`src/rtl/csma_pkg.sv`:
```
package csma_pkg;

  localparam int LFSR_W = 16;

  typedef enum logic [1:0] {
    ST_IDLE,
    ST_DEFER,
    ST_XMIT,
    ST_BACKOFF
  } tx_state_e;

  // One step of the backoff shift register: shift up, feedback into bit 0.
  function automatic logic [LFSR_W-1:0] lfsr_advance(input logic [LFSR_W-1:0] cur);
    logic fb;
    fb = cur[15] ^ cur[13] ^ cur[12] ^ cur[10];
    return {cur[LFSR_W-2:0], fb};
  endfunction

  // Low-order ones mask whose width grows with the attempt number, capped.
  function automatic logic [LFSR_W-1:0] window_mask(input int unsigned attempts,
                                                    input int unsigned cap);
    int unsigned e;
    e = (attempts < cap) ? attempts : cap;
    return LFSR_W'((32'd1 << e) - 32'd1);
  endfunction

endpackage

```
`src/rtl/csma_lfsr.sv`:
```
module csma_lfsr #(
  parameter logic [15:0] SEED = 16'hACE1
) (
  input  logic        clk,
  input  logic        rst_n,
  input  logic        advance,
  output logic [15:0] draw
);
  import csma_pkg::*;

  // An all-zero register would lock up; fall back to a fixed nonzero value.
  localparam logic [15:0] START = (SEED == 16'h0000) ? 16'h0001 : SEED;

  logic [15:0] state_q;

  assign draw = lfsr_advance(state_q);

  always_ff @(posedge clk or negedge rst_n) begin
    if (!rst_n) begin
      state_q <= START;
    end else if (advance) begin
      state_q <= draw;
    end
  end

endmodule

```
`src/rtl/csma_slot_timer.sv`:
```
module csma_slot_timer #(
  parameter int SLOT_CYCLES = 512,
  parameter int SLOT_W      = 10
) (
  input  logic              clk,
  input  logic              rst_n,
  input  logic              load,
  input  logic [SLOT_W-1:0] slots,
  input  logic              run,
  output logic              expired
);

  localparam int TICK_W = (SLOT_CYCLES > 1) ? $clog2(SLOT_CYCLES) : 1;
  localparam logic [TICK_W-1:0] TICK_LAST = TICK_W'(SLOT_CYCLES - 1);

  logic [SLOT_W-1:0] left_q;
  logic [TICK_W-1:0] tick_q;

  assign expired = run && (left_q == '0);

  always_ff @(posedge clk or negedge rst_n) begin
    if (!rst_n) begin
      left_q <= '0;
      tick_q <= '0;
    end else if (load) begin
      left_q <= slots;
      tick_q <= '0;
    end else if (run && (left_q != '0)) begin
      if (tick_q == TICK_LAST) begin
        tick_q <= '0;
        left_q <= left_q - 1'b1;
      end else begin
        tick_q <= tick_q + 1'b1;
      end
    end
  end

endmodule

```
`src/rtl/csma_access_fsm.sv`:
```
module csma_access_fsm #(
  parameter int MAX_ATTEMPTS = 16,
  parameter int CNT_W        = 5
) (
  input  logic                 clk,
  input  logic                 rst_n,
  input  logic                 tx_request,
  input  logic                 tx_done,
  input  logic                 carrier_sense,
  input  logic                 collision,
  input  logic                 backoff_expired,
  output csma_pkg::tx_state_e  state,
  output logic                 tx_enable,
  output logic                 success,
  output logic                 failure,
  output logic                 abort_ev,
  output logic                 finish_ev,
  output logic                 give_up_ev,
  output logic                 backoff_load,
  output logic [CNT_W-1:0]     attempts,
  output logic [CNT_W-1:0]     attempt_next
);
  import csma_pkg::*;

  localparam logic [CNT_W-1:0] LAST_CNT = CNT_W'(MAX_ATTEMPTS - 1);

  tx_state_e        state_q, state_d;
  logic [CNT_W-1:0] cnt_q, cnt_d;
  logic             succ_q, fail_q;
  logic             in_xmit;

  assign in_xmit      = (state_q == ST_XMIT);
  assign abort_ev     = in_xmit && collision;
  assign finish_ev    = in_xmit && !collision && tx_done;
  assign give_up_ev   = abort_ev && (cnt_q == LAST_CNT);
  assign backoff_load = abort_ev && !give_up_ev;
  assign attempt_next = cnt_q + 1'b1;

  // Collision pulls the grant combinationally: no edge between sensing and abort.
  assign tx_enable = in_xmit && !collision;
  assign success   = succ_q;
  assign failure   = fail_q;
  assign state     = state_q;
  assign attempts  = cnt_q;

  always_comb begin
    state_d = state_q;
    unique case (state_q)
      ST_IDLE: begin
        if (tx_request) state_d = carrier_sense ? ST_DEFER : ST_XMIT;
      end
      ST_DEFER: begin
        if (!carrier_sense) state_d = ST_XMIT;
      end
      ST_XMIT: begin
        if (abort_ev)       state_d = give_up_ev ? ST_IDLE : ST_BACKOFF;
        else if (finish_ev) state_d = ST_IDLE;
      end
      ST_BACKOFF: begin
        if (backoff_expired) state_d = carrier_sense ? ST_DEFER : ST_XMIT;
      end
      default: state_d = ST_IDLE;
    endcase
  end

  always_comb begin
    cnt_d = cnt_q;
    if (finish_ev || give_up_ev) cnt_d = '0;
    else if (abort_ev)           cnt_d = attempt_next;
  end

  always_ff @(posedge clk or negedge rst_n) begin
    if (!rst_n) begin
      state_q <= ST_IDLE;
      cnt_q   <= '0;
      succ_q  <= 1'b0;
      fail_q  <= 1'b0;
    end else begin
      state_q <= state_d;
      cnt_q   <= cnt_d;
      succ_q  <= finish_ev;
      fail_q  <= give_up_ev;
    end
  end

endmodule

```
`src/rtl/csma_tx_ctrl.sv`:
```
module csma_tx_ctrl #(
  parameter int          SLOT_CYCLES  = 512,
  parameter int          MAX_ATTEMPTS = 16,
  parameter int          BACKOFF_CAP  = 10,
  parameter logic [15:0] SEED         = 16'hACE1
) (
  input  logic clk,
  input  logic rst_n,
  input  logic tx_request,
  input  logic tx_done,
  input  logic carrier_sense,
  input  logic collision,
  output logic tx_enable,
  output logic success,
  output logic failure
);
  import csma_pkg::*;

  localparam int CNT_W  = $clog2(MAX_ATTEMPTS + 1);
  localparam int SLOT_W = BACKOFF_CAP;

  // Named internal events, observed by the bound checker.
  tx_state_e         state;
  logic              abort_ev, finish_ev, give_up_ev, backoff_load;
  logic              backoff_expired, in_backoff;
  logic [CNT_W-1:0]  attempts, attempt_next;
  logic [15:0]       draw, mask;
  logic [SLOT_W-1:0] slots;

  assign in_backoff = (state == ST_BACKOFF);
  assign mask       = window_mask(int'(attempt_next), BACKOFF_CAP);
  assign slots      = draw[SLOT_W-1:0] & mask[SLOT_W-1:0];

  csma_access_fsm #(
    .MAX_ATTEMPTS(MAX_ATTEMPTS),
    .CNT_W       (CNT_W)
  ) u_fsm (
    .clk            (clk),
    .rst_n          (rst_n),
    .tx_request     (tx_request),
    .tx_done        (tx_done),
    .carrier_sense  (carrier_sense),
    .collision      (collision),
    .backoff_expired(backoff_expired),
    .state          (state),
    .tx_enable      (tx_enable),
    .success        (success),
    .failure        (failure),
    .abort_ev       (abort_ev),
    .finish_ev      (finish_ev),
    .give_up_ev     (give_up_ev),
    .backoff_load   (backoff_load),
    .attempts       (attempts),
    .attempt_next   (attempt_next)
  );

  csma_lfsr #(
    .SEED(SEED)
  ) u_lfsr (
    .clk    (clk),
    .rst_n  (rst_n),
    .advance(abort_ev),
    .draw   (draw)
  );

  csma_slot_timer #(
    .SLOT_CYCLES(SLOT_CYCLES),
    .SLOT_W     (SLOT_W)
  ) u_timer (
    .clk    (clk),
    .rst_n  (rst_n),
    .load   (backoff_load),
    .slots  (slots),
    .run    (in_backoff),
    .expired(backoff_expired)
  );

endmodule

```
`config.mk`:
```
export PLATFORM = sky130hd
export DESIGN_NAME = csma_tx_ctrl
export DESIGN_NICKNAME = d
export VERILOG_FILES = /design/src/rtl/csma_pkg.sv /design/src/rtl/csma_lfsr.sv /design/src/rtl/csma_slot_timer.sv /design/src/rtl/csma_access_fsm.sv /design/src/rtl/csma_tx_ctrl.sv
export SDC_FILE = /design/constraint.sdc
export NUM_CORES = 1
export LEC_CHECK = 0
export BUFFER_PORTS_ARGS = -buffer_cell sky130_fd_sc_hd__buf_2
export CORE_MARGIN = 1.5
export CORE_UTILIZATION = 40
export CTS_CLUSTER_DIAMETER = 200
export CTS_CLUSTER_SIZE = 16
export DETAILED_ROUTE_END_ITERATION = 16
export GPL_TIMING_DRIVEN = 0
export SLEW_MARGIN = 20
export SYNTH_ARGS = -nofsm -noshare
export SYNTH_HDL_FRONTEND = slang
export SYNTH_SLANG_ARGS = --single-unit
```
`constraint.sdc`:
```
create_clock -name clk -period 3.9 [get_ports clk]
set_input_delay 0.195 -clock clk [delete_from_list [all_inputs] [get_ports clk]]
set_output_delay 0.195 -clock clk [all_outputs]
set_load 0.03 [all_outputs]
```
==> results.json <==
{
  "crit_buf_inv": 3,
  "relSlewSlack_pct": 62.28,
  "grt_pass1_vias": 1785,
  "die_width_um": 82.92,
  "overflow": 0,
  "rsz0062_at_grt": "false",
  "cpPeakStageDelay_ns": 0.45,
  "avgRoutedWirePerCell_um": 14.89,
  "crit_required_ns": 4.07,
  "die_h_um": 82.92,
  "cp_slowest_cell": "dfrtp_1",
  "start_util_pct": 42.16,
  "cts_sinks": 44,
  "gp_congestion": 0.7624,
  "drive_above_1_share_pct": 18.48,
  "fin_skew_ns": 0.003646,
  "viasPerCell": 5.501,
  "setup_viol": 0,
  "vdd_drop_max_uv": 331.4,
  "max_slew.worst_pin.slew_ns": 0.5658,
  "fillCellCount": 590,
  "path_common_cell": "ha_1",
  "row_count": 28,
  "antennaDiodeCount": 0,
  "final_nets": 291,
  "path_delay_family": "simple AND/OR/NAND/NOR gates",
  "power.leakage_nw": 1.242,
  "drtIter0Drc": 80,
  "io_pins": 9,
  "cts_max_level": 2,
  "cts-resized-gates": 0,
  "maxCapViolCount": 0,
  "path_clk_slew_ns": 0.08,
  "ctsLongestPathBuffers": 2,
  "postRouteAntennaNets": 0,
  "hold_class": "input pin to register",
  "die-area_sq_um": 6876,
  "cp_data_arrival_time_ns": 3.35,
  "route.vias.total": 1931,
  "startpoint_type": "register",
  "syn_nets": 275,
  "grt_max_degree": 45,
  "cp_max_fo": 10,
  "cts_hold_buf": 0,
  "grt_pass1_wl_um": 8976,
  "status": "finished, final reports clean",
  "postCtsSetupBuffers": 0,
  "ys.flop_type": "dfrtp_1",
  "crit_chain": "ha_1 > clkbuf_1 > and3_1 > ha_1 > inv_1 > or3_1 > or3_1 > ha_1 > inv_1 > a211o_1 > a41oi_1 > nand4_1 > o211ai_1",
  "synth.avg_cell_area_sq_um": 9.865,
  "final_core_util_pct": 46.02,
  "syn-cell-area_sq_um": 2555,
  "period_minus_slack_ns": 3.176,
  "cts-root-buf": "clkbuf_8",
  "worstSetupPathType": "register to register",
  "yosysWarningCount": 0,
  "tritoncts": "built",
  "coreArea_sq_um": 6061,
  "ys_types": 46,
  "clkLatencyLatePin_ns": 0.29,
  "tns_ns": 0,
  "grtUsageTotal_pct": 15.88,
  "syn_to_final_growth_pct": 9.158,
  "ys_ff_latch": 44,
  "drc_errors": 0,
  "hold_violations": 0,
  "drt-total-wl_um": 5226,
  "cp-end-kind": "register",
  "pre_cts_ws_ns": 0.7448,
  "dp_hpwl_um": 3873,
  "yosysSeqAreaShare_pct": 43.49,
  "numCtsBuffers": 5,
  "fin_ws_ns": 0.7236,
  "power.density_nw_per_um2": 578.0,
  "port_buffers": 8,
  "slew_violations": 0,
  "drtPass1Iterations": 4,
  "antenna_found_initial": 0,
  "synth_edf_count": 0,
  "fmax_ghz": 0.3148,
  "async_reset_ff_share_pct": 100.0,
  "fin_crit_sh_pct": 81.45,
  "netlist_instances": 259
}
cell usage after synthesis, drive strengths merged (2+ instances only):
| cell type | instances | area share (%) |
|---|---|---|
| nor2 | 13 | 1.9 |
| or3 | 3 | 0.73 |
| nand3 | 10 | 2.0 |
| a21oi | 10 | 2.0 |
| clkbuf | 11 | 1.6 |
| o211ai | 2 | 0.59 |
| xnor2 | 8 | 2.7 |
| nor3 | 6 | 1.2 |
| o22ai | 2 | 0.49 |
| and3 | 6 | 1.5 |
| ha | 10 | 4.9 |
| nor4 | 2 | 1.1 |
| a41oi | 2 | 0.69 |
| dfrtp | 36 | 35 |
| dfstp | 8 | 8.2 |
| o31ai | 2 | 0.59 |
| mux2 | 18 | 7.9 |
| o21ai | 21 | 4.1 |
| nor2b | 4 | 0.98 |
| nand3b | 5 | 1.5 |
| nand4b | 2 | 0.69 |
| xor2 | 7 | 2.4 |
| a31oi | 6 | 2.1 |
| o2111ai | 2 | 0.69 |
| nand2 | 27 | 4.0 |
| and2 | 2 | 0.49 |
| nand4 | 5 | 1.2 |
| inv | 12 | 1.8 |
| mux2i | 3 | 1.2 |
state kept, by name, indices dropped and copies added (netlist names):
| signal | flops |
|---|---|
| u_lfsr.state_q | 16 |
| u_timer.left_q | 10 |
| u_timer.tick_q | 9 |
| u_fsm.attempts | 5 |
| u_fsm.state | 2 |
| u_fsm.failure | 1 |
| u_fsm.success | 1 |
cell families (layout without fill, tap and decap cells):
family,after synthesis,after routing,synth area share [%]
and+or+nand+nor,92,92,19.83
DFF,44,44,43.49
muxes,21,21,9.109
xor gates and xnor gates,15,15,5.142
buffers and inverters,24,41,3.575
AOI/OAI and AO/OA,53,53,13.96
adders and majority gates,10,10,4.897
report_power, final:
part / switching (mW) / internal (mW)
clock network: 0.155 / 0.125
logic: 0.464 / 0.290
registers: 0.0627 / 0.515
total: 0.682 / 0.930
metal layers:
metal | up-vias | share of wire (%) | GRT usage, %
li1 | 962 | - | -
met1 | 938 | 49 | 23.24
met2 | 29 | 46 | 24.24
met3 | 2 | 4.3 | 3.579
met4 | 0 | 0.52 | 3.030
met5 | - | 0 | 0
metrics by stage:
stage	cells	hold WS (ns)	cell area, sq um	total power [mW]
5_1_grt	351	0.1297	2789	1.736
3_3_place_gp	342	0.4212	2689	1.321
4_1_cts	350	0.09789	2776	1.623
3_5_place_dp	342	0.4203	2689	1.338
2_1_floorplan	259	-0.1006	2555	1.147
6_report	351	0.1460	2789	1.612
worst paths after layout:
path	from	to	slack, ns	depth (start not counted)
setup reg to reg	u_fsm.attempts[1]$_DFFE_PN0P_	u_timer.left_q[6]$_DFFE_PN0P_	0.72	13
min in group asynchronous	rst_n	u_timer.left_q[9]$_DFFE_PN0P_	0.44	2
hold reg to reg	u_fsm.attempts[4]$_DFFE_PN0P_	u_fsm.attempts[4]$_DFFE_PN0P_	0.49	2
max in group asynchronous	rst_n	u_lfsr.state_q[6]$_DFFE_PN1P_	3.08	2
hold / removal	tx_done	u_fsm.success$_DFF_PN0_	0.15	2
setup / recovery	u_fsm.attempts[1]$_DFFE_PN0P_	u_timer.left_q[6]$_DFFE_PN0P_	0.72	13
layout make-up:
cell class                      instances  area [sq um]  area share, %
Inverter                               12         45.04          1.615
Multi-Input combinational cell        191          1353          48.50
Buffer                                 12         46.29          1.660
Sequential cell                        44          1111          39.84
Timing Repair Buffer                    9         52.55          1.884
Tap cell                               75         93.84          3.365
Clock buffer                            5         68.82          2.467
Clock inverter                          3         18.77         0.6729
cell usage in the layout, fill, tap and decap left out, types with 3 or more instances in the layout:
master / count
nor2b_1: 4
buf_2: 8
and3_1: 6
nor3_1: 6
mux2_2: 18
xor2_1: 7
o21ai_0: 19
clkbuf_8: 5
clkbuf_1: 11
xnor2_1: 8
nor2_1: 13
or3_1: 3
nand2_1: 27
a31oi_1: 5
nand3_1: 10
dfstp_2: 8
nand3b_1: 5
dfrtp_1: 36
ha_1: 10
nand4_1: 5
inv_1: 12
a21oi_1: 10
mux2i_1: 3
No activity file was read; power rests on OpenSTA's default activity.
